`config.mk`:
```
export PLATFORM = sky130hd
export DESIGN_NAME = pixout_formatter
export DESIGN_NICKNAME = d
export VERILOG_FILES = /design/src/rtl/pixout_pkg.sv /design/src/rtl/pixout_stage.sv /design/src/rtl/pixout_chroma.sv /design/src/rtl/pixout_pack.sv /design/src/rtl/pixout_formatter.sv
export SDC_FILE = /design/constraint.sdc
export NUM_CORES = 1
export LEC_CHECK = 0
export BUFFER_PORTS_ARGS = -buffer_cell sky130_fd_sc_hd__buf_4
export CAP_MARGIN = 15
export CORE_MARGIN = 2
export CORE_UTILIZATION = 24
export DETAILED_ROUTE_END_ITERATION = 8
export SYNTH_ARGS = -nofsm -noshare
export SYNTH_HDL_FRONTEND = slang
export SYNTH_SLANG_ARGS = --single-unit
```
`constraint.sdc`:
```
create_clock -name clk -period 6.74 [get_ports clk]
set_clock_uncertainty 0.15 [all_clocks]
set_input_delay 1.348 -clock clk [delete_from_list [all_inputs] [get_ports clk]]
set_output_delay 1.348 -clock clk [all_outputs]
set_load 0.03 [all_outputs]
```
`src/rtl/pixout_pkg.sv`:
```
package pixout_pkg;

   typedef enum logic [1:0] {
      FMT_SDR444 = 2'd0,
      FMT_SDR422 = 2'd1,
      FMT_DDR422 = 2'd2,
      FMT_DDR444 = 2'd3
   } fmt_e;

   typedef struct packed {
      fmt_e fmt;
      logic wide;
      logic avg;
      logic de_pin;
   } cfg_t;

   localparam cfg_t CFG_RESET = '{fmt: FMT_SDR444, wide: 1'b0, avg: 1'b0, de_pin: 1'b0};

endpackage

```
`src/rtl/pixout_stage.sv`:
```
module pixout_stage
   import pixout_pkg::*;
#(
   parameter int CH_W = 12
) (
   input  logic            clk,
   input  logic            rst_n,
   input  logic            pix_de,
   input  logic            pix_hs,
   input  logic            pix_vs,
   input  logic            pix_field,
   input  logic [CH_W-1:0] pix_c0,
   input  logic [CH_W-1:0] pix_c1,
   input  logic [CH_W-1:0] pix_c2,
   input  cfg_t            cfg_in,
   output logic            a_de,
   output logic            a_hs,
   output logic            a_vs,
   output logic            a_fld,
   output logic [CH_W-1:0] a_c0,
   output logic [CH_W-1:0] a_c1,
   output logic [CH_W-1:0] a_c2,
   output logic [CH_W-1:0] b_c2,
   output logic            phase,
   output cfg_t            cfg_act
);

   logic b_de;
   logic vs_rise;

   // the pixel being captured starts a vertical sync
   assign vs_rise = pix_vs & ~a_vs;

   always_ff @(posedge clk) begin
      if (!rst_n) begin
         a_de    <= 1'b0;
         a_hs    <= 1'b0;
         a_vs    <= 1'b0;
         a_fld   <= 1'b0;
         a_c0    <= '0;
         a_c1    <= '0;
         a_c2    <= '0;
         b_de    <= 1'b0;
         b_c2    <= '0;
         phase   <= 1'b0;
         cfg_act <= CFG_RESET;
      end else begin
         a_de    <= pix_de;
         a_hs    <= pix_hs;
         a_vs    <= pix_vs;
         a_fld   <= pix_field;
         a_c0    <= pix_c0;
         a_c1    <= pix_c1;
         a_c2    <= pix_c2;
         b_de    <= a_de;
         b_c2    <= a_c2;
         // chroma order restarts after any inactive pixel
         phase   <= a_de ? ~phase : 1'b0;
         if (vs_rise)
            cfg_act <= cfg_in;
      end
   end

   // a Cr slot always follows an active Cb pixel
   a_r8_cr_has_partner: assert property (@(posedge clk) disable iff (!rst_n)
      phase |-> b_de);

   // configuration only moves on a vertical sync rising edge
   a_r12_cfg_hold: assert property (@(posedge clk) disable iff (!rst_n)
      !(pix_vs && !a_vs) |=> $stable(cfg_act));

endmodule

```
`src/rtl/pixout_chroma.sv`:
```
module pixout_chroma #(
   parameter int CH_W = 12
) (
   input  logic            avg_en,
   input  logic            phase,
   input  logic [CH_W-1:0] cur_cb,
   input  logic [CH_W-1:0] cur_cr,
   input  logic [CH_W-1:0] prv_cr,
   input  logic            nxt_de,
   input  logic [CH_W-1:0] nxt_cb,
   output logic [CH_W-1:0] chroma
);

   localparam int SUM_W = CH_W + 1;

   function automatic logic [CH_W-1:0] mean2(input logic [CH_W-1:0] x, input logic [CH_W-1:0] y);
      logic [SUM_W-1:0] s;
      s = {1'b0, x} + {1'b0, y} + SUM_W'(1);
      return s[SUM_W-1:1];
   endfunction

   logic [CH_W-1:0] cb_pair;
   logic [CH_W-1:0] cr_pair;

   assign cb_pair = nxt_de ? mean2(cur_cb, nxt_cb) : cur_cb;
   assign cr_pair = mean2(prv_cr, cur_cr);

   always_comb begin
      if (avg_en)
         chroma = phase ? cr_pair : cb_pair;
      else
         chroma = phase ? cur_cr : cur_cb;
   end

endmodule

```
`src/rtl/pixout_pack.sv`:
```
module pixout_pack
   import pixout_pkg::*;
#(
   parameter int              CH_W     = 12,
   parameter int              LANE_W   = 10,
   parameter int              NARROW_W = 8,
   parameter int              DDR_W    = 12,
   parameter logic [CH_W-1:0] BLACK    = 12'h100,
   parameter logic [CH_W-1:0] MID      = 12'h800,
   localparam int             BUS_W    = 3 * LANE_W
) (
   input  fmt_e             fmt,
   input  logic             wide,
   input  logic             de,
   input  logic [CH_W-1:0]  c0,
   input  logic [CH_W-1:0]  c1,
   input  logic [CH_W-1:0]  c2,
   input  logic [CH_W-1:0]  chroma,
   output logic [BUS_W-1:0] rise,
   output logic [BUS_W-1:0] fall
);

   localparam int NSRC  = 4;
   localparam int PAD_W = LANE_W - NARROW_W;
   localparam int PIX_W = 3 * NARROW_W;

   initial begin
      a_cfg_lane: assert (CH_W >= LANE_W && LANE_W > NARROW_W)
         else $error("lane widths inconsistent with channel width");
      a_cfg_ddr: assert (2 * DDR_W == PIX_W && DDR_W <= BUS_W)
         else $error("double-rate half width must split the narrow pixel");
   end

   logic [CH_W-1:0]     src  [NSRC];
   logic [LANE_W-1:0]   lane [NSRC];
   logic [NARROW_W-1:0] nar  [NSRC];
   logic [PIX_W-1:0]    pix24;

   // blanking substitution: index 0 is luma, the rest are chroma-like
   assign src[0] = de ? c0     : BLACK;
   assign src[1] = de ? c1     : MID;
   assign src[2] = de ? c2     : MID;
   assign src[3] = de ? chroma : MID;

   for (genvar gi = 0; gi < NSRC; gi++) begin : g_lane
      assign nar[gi]  = src[gi][CH_W-1 -: NARROW_W];
      assign lane[gi] = wide ? src[gi][CH_W-1 -: LANE_W] : {nar[gi], {PAD_W{1'b0}}};
   end

   assign pix24 = {nar[0], nar[1], nar[2]};

   always_comb begin
      rise = '0;
      fall = '0;
      unique case (fmt)
         FMT_SDR444: begin
            rise = {lane[0], lane[1], lane[2]};
            fall = rise;
         end
         FMT_SDR422: begin
            rise = {lane[0], lane[3], {LANE_W{1'b0}}};
            fall = rise;
         end
         FMT_DDR422: begin
            rise[LANE_W-1:0] = lane[3];
            fall[LANE_W-1:0] = lane[0];
         end
         FMT_DDR444: begin
            rise[DDR_W-1:0] = pix24[PIX_W-1 -: DDR_W];
            fall[DDR_W-1:0] = pix24[DDR_W-1:0];
         end
         default: begin
            rise = '0;
            fall = '0;
         end
      endcase
   end

endmodule

```
`src/rtl/pixout_formatter.sv`:
```
module pixout_formatter
   import pixout_pkg::*;
#(
   parameter int              CH_W     = 12,
   parameter int              LANE_W   = 10,
   parameter int              NARROW_W = 8,
   parameter int              DDR_W    = 12,
   parameter logic [CH_W-1:0] BLACK    = 12'h100,
   parameter logic [CH_W-1:0] MID      = 12'h800,
   localparam int             BUS_W    = 3 * LANE_W
) (
   input  logic             clk,
   input  logic             rst_n,
   input  logic             pix_de,
   input  logic             pix_hs,
   input  logic             pix_vs,
   input  logic             pix_field,
   input  logic [CH_W-1:0]  pix_c0,
   input  logic [CH_W-1:0]  pix_c1,
   input  logic [CH_W-1:0]  pix_c2,
   input  logic [1:0]       cfg_fmt,
   input  logic             cfg_wide,
   input  logic             cfg_avg,
   input  logic             cfg_de_pin,
   output logic [BUS_W-1:0] bus_rise,
   output logic [BUS_W-1:0] bus_fall,
   output logic             out_hs,
   output logic             out_vs,
   output logic             out_fld_de
);

   cfg_t            cfg_in;
   cfg_t            cfg_act;
   logic            a_de, a_hs, a_vs, a_fld, phase;
   logic [CH_W-1:0] a_c0, a_c1, a_c2, b_c2;
   logic [CH_W-1:0] chroma;
   logic [BUS_W-1:0] rise_d, fall_d;
   fmt_e            fmt_q;

   assign cfg_in = '{fmt: fmt_e'(cfg_fmt), wide: cfg_wide, avg: cfg_avg, de_pin: cfg_de_pin};

   pixout_stage #(.CH_W(CH_W)) u_stage (
      .clk(clk), .rst_n(rst_n),
      .pix_de(pix_de), .pix_hs(pix_hs), .pix_vs(pix_vs), .pix_field(pix_field),
      .pix_c0(pix_c0), .pix_c1(pix_c1), .pix_c2(pix_c2),
      .cfg_in(cfg_in),
      .a_de(a_de), .a_hs(a_hs), .a_vs(a_vs), .a_fld(a_fld),
      .a_c0(a_c0), .a_c1(a_c1), .a_c2(a_c2), .b_c2(b_c2),
      .phase(phase), .cfg_act(cfg_act)
   );

   // the input port holds the pixel after the staged one
   pixout_chroma #(.CH_W(CH_W)) u_chroma (
      .avg_en(cfg_act.avg), .phase(phase),
      .cur_cb(a_c1), .cur_cr(a_c2), .prv_cr(b_c2),
      .nxt_de(pix_de), .nxt_cb(pix_c1),
      .chroma(chroma)
   );

   pixout_pack #(
      .CH_W(CH_W), .LANE_W(LANE_W), .NARROW_W(NARROW_W),
      .DDR_W(DDR_W), .BLACK(BLACK), .MID(MID)
   ) u_pack (
      .fmt(cfg_act.fmt), .wide(cfg_act.wide), .de(a_de),
      .c0(a_c0), .c1(a_c1), .c2(a_c2), .chroma(chroma),
      .rise(rise_d), .fall(fall_d)
   );

   always_ff @(posedge clk) begin
      if (!rst_n) begin
         bus_rise   <= '0;
         bus_fall   <= '0;
         out_hs     <= 1'b0;
         out_vs     <= 1'b0;
         out_fld_de <= 1'b0;
         fmt_q      <= FMT_SDR444;
      end else begin
         bus_rise   <= rise_d;
         bus_fall   <= fall_d;
         out_hs     <= a_hs;
         out_vs     <= a_vs;
         out_fld_de <= cfg_act.de_pin ? a_de : a_fld;
         fmt_q      <= cfg_act.fmt;
      end
   end

   // single-rate formats carry one word per clock
   a_r6_single_word: assert property (@(posedge clk) disable iff (!rst_n)
      (fmt_q == FMT_SDR444 || fmt_q == FMT_SDR422) |-> (bus_fall == bus_rise));

   // double-rate formats leave the upper pins quiet
   a_r5_ddr_upper_zero: assert property (@(posedge clk) disable iff (!rst_n)
      (fmt_q == FMT_DDR444 || fmt_q == FMT_DDR422) |->
         (bus_rise[BUS_W-1:DDR_W] == '0 && bus_fall[BUS_W-1:DDR_W] == '0));

   // sync outputs trail the staged pixel by one register
   a_r1_vs_align: assert property (@(posedge clk) disable iff (!rst_n)
      out_vs == $past(a_vs));

   a_r1_hs_align: assert property (@(posedge clk) disable iff (!rst_n)
      out_hs == $past(a_hs));

endmodule

```
==> results.ini <==
[timing]
max_clock_freq_ghz = 0.273
grt_setup_unrepaired = no
period_minus_slack_ns = 3.67
worst_slew_pin_slew_ns = 0.809
finalHoldViolations = 0
setup_viol = 0
fin_tns_setup_ns = 0
maxSlewViolCount = 0
period_share_pct = 54.4
setup_ws_ns = 3.07
max_slew_margin_pct = 45.6

[clock_tree]
cts.clk_slew.worst_paths_ns = 0.06
clk_latency_ns = 0.35
postCtsSetupBuffers = 0
tritoncts = built
cts_max_path_buffers = 2
cts_root_buf = clkbuf_16
ctsHoldBuffers = 0
htree_num_levels = 3
numClockSinks = 101
cts_made_buffers = 9
postCtsResizedCells = 0

[critical_path]
worst_path_most_repeated_cell = nand2_1
path_class = primary input to register
path_cells = buf_4, nand2_1, nor3_1, nand2_1, nand2_1, a311oi_1, a21oi_1
worst_setup_path_end_kind = register
cp.required_ns = 6.83
cp_top_family = simple AND/OR/NAND/NOR gates
slowest_delay_ns = 0.79
cp_num_buf_inv = 1
reg2reg_depth = 6
crit_path_max_fanout = 73
start_kind = primary input
rrSetupSlack_ns = 3.75
r2r-start = u_stage.a_de
slowest_stage = nor3_1
cp.arrival_ns = 3.76
r2r_end = bus_rise[18]

[global_route]
grt_overflow_total = 0
grt_max_degree = 74
grt_pass1_vias = 3816
grtUsageMet3_pct = 3.69
antenna_found_initial = 0
grt_pass1_wl_mm = 21.2
grt_usage_pct = 12.6
gr-max-usage-layer = met2
met1_usage_pct = 18.4
grtUsageMet2_pct = 18.6

[drt]
drc = 0
routed_wl_mm = 13.7
viasPerCell = 4.61
wl_per_cell_um = 15.2
antenna_left = 0
first_iter_violations = 497
num_vias = 4168
drtPass1Iterations = 6

[floorplanning]
die_w_um = 147
core_mm2 = 0.0201
initial_core_util_pct = 24.3
rows = 52
fp.dieH_um = 147
die_area_mm2 = 0.0215
ios = 110

[power]
p_per_area_mw_per_mm2 = 222
ir_drop_mv = 0.121
leakage_nw = 2.58

[logic_synthesis]
ys.flop_type = dfxtp_1
netlist.top_cell.by_area = dfxtp_1
netlist_top_cells_area = dfxtp_1 (41%), and2_1 (7.8%), ha_1 (5.6%)
yosysWarnings = 0
ys_ff_latch = 101
synth_cell_types = 58
async_flop_share_pct = 0
synth_edf_count = 0
synth.top_cell.area_share_pct = 41.4
netlist_instances = 554
ys_seq_area_share_pct = 41.4
syn_nets = 623
netlist_area_mm2 = 0.00489
postSynthAreaPerCell_um2 = 8.82

[worst_hold_path]
hp-class = register to register
worstHoldPathCells = 1
min_from = u_stage.a_hs
holdPathEnd = out_hs

[final_layout]
area_delta_synth_final_pct = 24.9
final_layout_size_suffix_gt1_share_pct = 20.8
final_area_mm2 = 0.00610
fin_nets = 699
n_antenna_cell = 0

[place]
place.gp.congestion = 0.907
port-buffer-count = 107
dp_hpwl_mm = 10.5
placed_area_mm2 = 0.00581
dp_slack_ns = 2.82

[outcome]
status = completed

[run]
max_cap_viol_count = 0

cells in the mapped netlist (4+ instances only):
library cell,count
a21oi_1,27
nand2b_1,10
nand3_1,6
nor3b_1,4
a31oi_1,7
dfxtp_1,101
and3_1,6
and2_1,61
clkbuf_1,21
ha_1,22
mux2i_1,19
a311oi_1,4
xor2_1,5
nand4_1,5
nor3_1,9
o22ai_1,4
xnor2_1,4
nor2_1,29
inv_1,15
nand2_1,52
a211oi_1,4
nor2b_1,22
buf_4,18
o21ai_0,33
a32oi_1,5
placed cells by master (no fill, tap or decap), types with 3 or more instances in the layout:
cell	n
buf_4	110
dfxtp_1	101
and2_1	61
nand2_1	52
o21ai_0	33
nor2_1	29
a21oi_1	27
nor2b_1	22
ha_1	22
mux2i_1	19
inv_1	15
nand2b_1	10
nor3_1	9
clkbuf_16	9
a31oi_1	7
and3_1	6
nand3_1	6
xor2_1	5
a32oi_1	5
nand4_1	5
xnor2_1	4
nor3b_1	4
a211oi_1	4
a311oi_1	4
o22ai_1	4
o31ai_1	3
a2111oi_0	3
o211ai_1	3
o21a_1	3
a211o_1	3
a21o_1	3
report_power, final:
part           total (W)  switching (W)  internal, W
logic           0.000197       0.000111    0.0000858
clock network   0.000514       0.000217     0.000297
registers       0.000646      0.0000256     0.000621
cells by family (layout without fill, tap and decap cells):
logic type | Yosys count | count (layout) | synth area share [%]
simple gates | 215 | 215 | 23.5
compound gates | 126 | 126 | 17.5
flops | 101 | 101 | 41.4
buf+inv | 60 | 140 | 6.07
fa+ha+maj | 22 | 22 | 5.63
mux | 21 | 21 | 4.35
xor+xnor | 9 | 9 | 1.61
cell type report:
type	instances	area, µm²
flip-flops and latches	101	2020
inverters	15	56.3
clock buffers	12	246
repair buffers	110	826
clock inverters	3	46.3
fillers	2117	14000
well taps	270	338
multi-input cells	393	2570
metal layers:
| metal | vias to the layer above | wire, µm |
|---|---|---|
| li1 | 2076 | - |
| met1 | 1911 | 6540 |
| met2 | 172 | 5960 |
| met3 | 9 | 1120 |
| met4 | 0 | 90 |
| met5 | - | 0 |
worst max-delay path by stage:
stage	endpoint	startpoint	cells past startpoint	slack [ns]
6_report	bus_rise[18]	rst_n	7	3.07
5_1_grt	bus_rise[18]	rst_n	7	2.83
4_1_cts	bus_rise[18]	rst_n	7	3.17
3_5_place_dp	bus_rise[18]	rst_n	7	2.82
3_3_place_gp	bus_rise[18]	rst_n	7	2.75
2_1_floorplan	bus_rise[8]	pix_c1[7]	9	3.33
sequential cells by signal, summed over array words and instances (netlist names), 5 cells and up:
signal,cells
u_stage.b_c2,12
bus_fall,12
bus_rise,30
u_stage.a_c0,10
u_stage.a_c1,12
u_stage.a_c2,12
u_stage.cfg_act,5
worst register-to-register path: stages, from the launching register on:
cell      delay, ns
dfxtp_1        0.77
nand2_1        0.59
nor3_1         0.79
nand2_1        0.18
nand2_1        0.11
a311oi_1       0.05
a21oi_1        0.24
per-stage QoR:
stage                     power [W]  util (%)  cells  hold WS [ns]
after floorplan            0.000785         -    554         0.262
after global placement     0.000855      28.9    889         0.266
after detailed placement   0.000855      28.9    889         0.278
after CTS                   0.00137      30.4    904         0.294
after global routing        0.00142      30.4    904         0.331
final                       0.00136      30.4    904         0.287
Note: power is estimated with default switching activity, not from simulation.
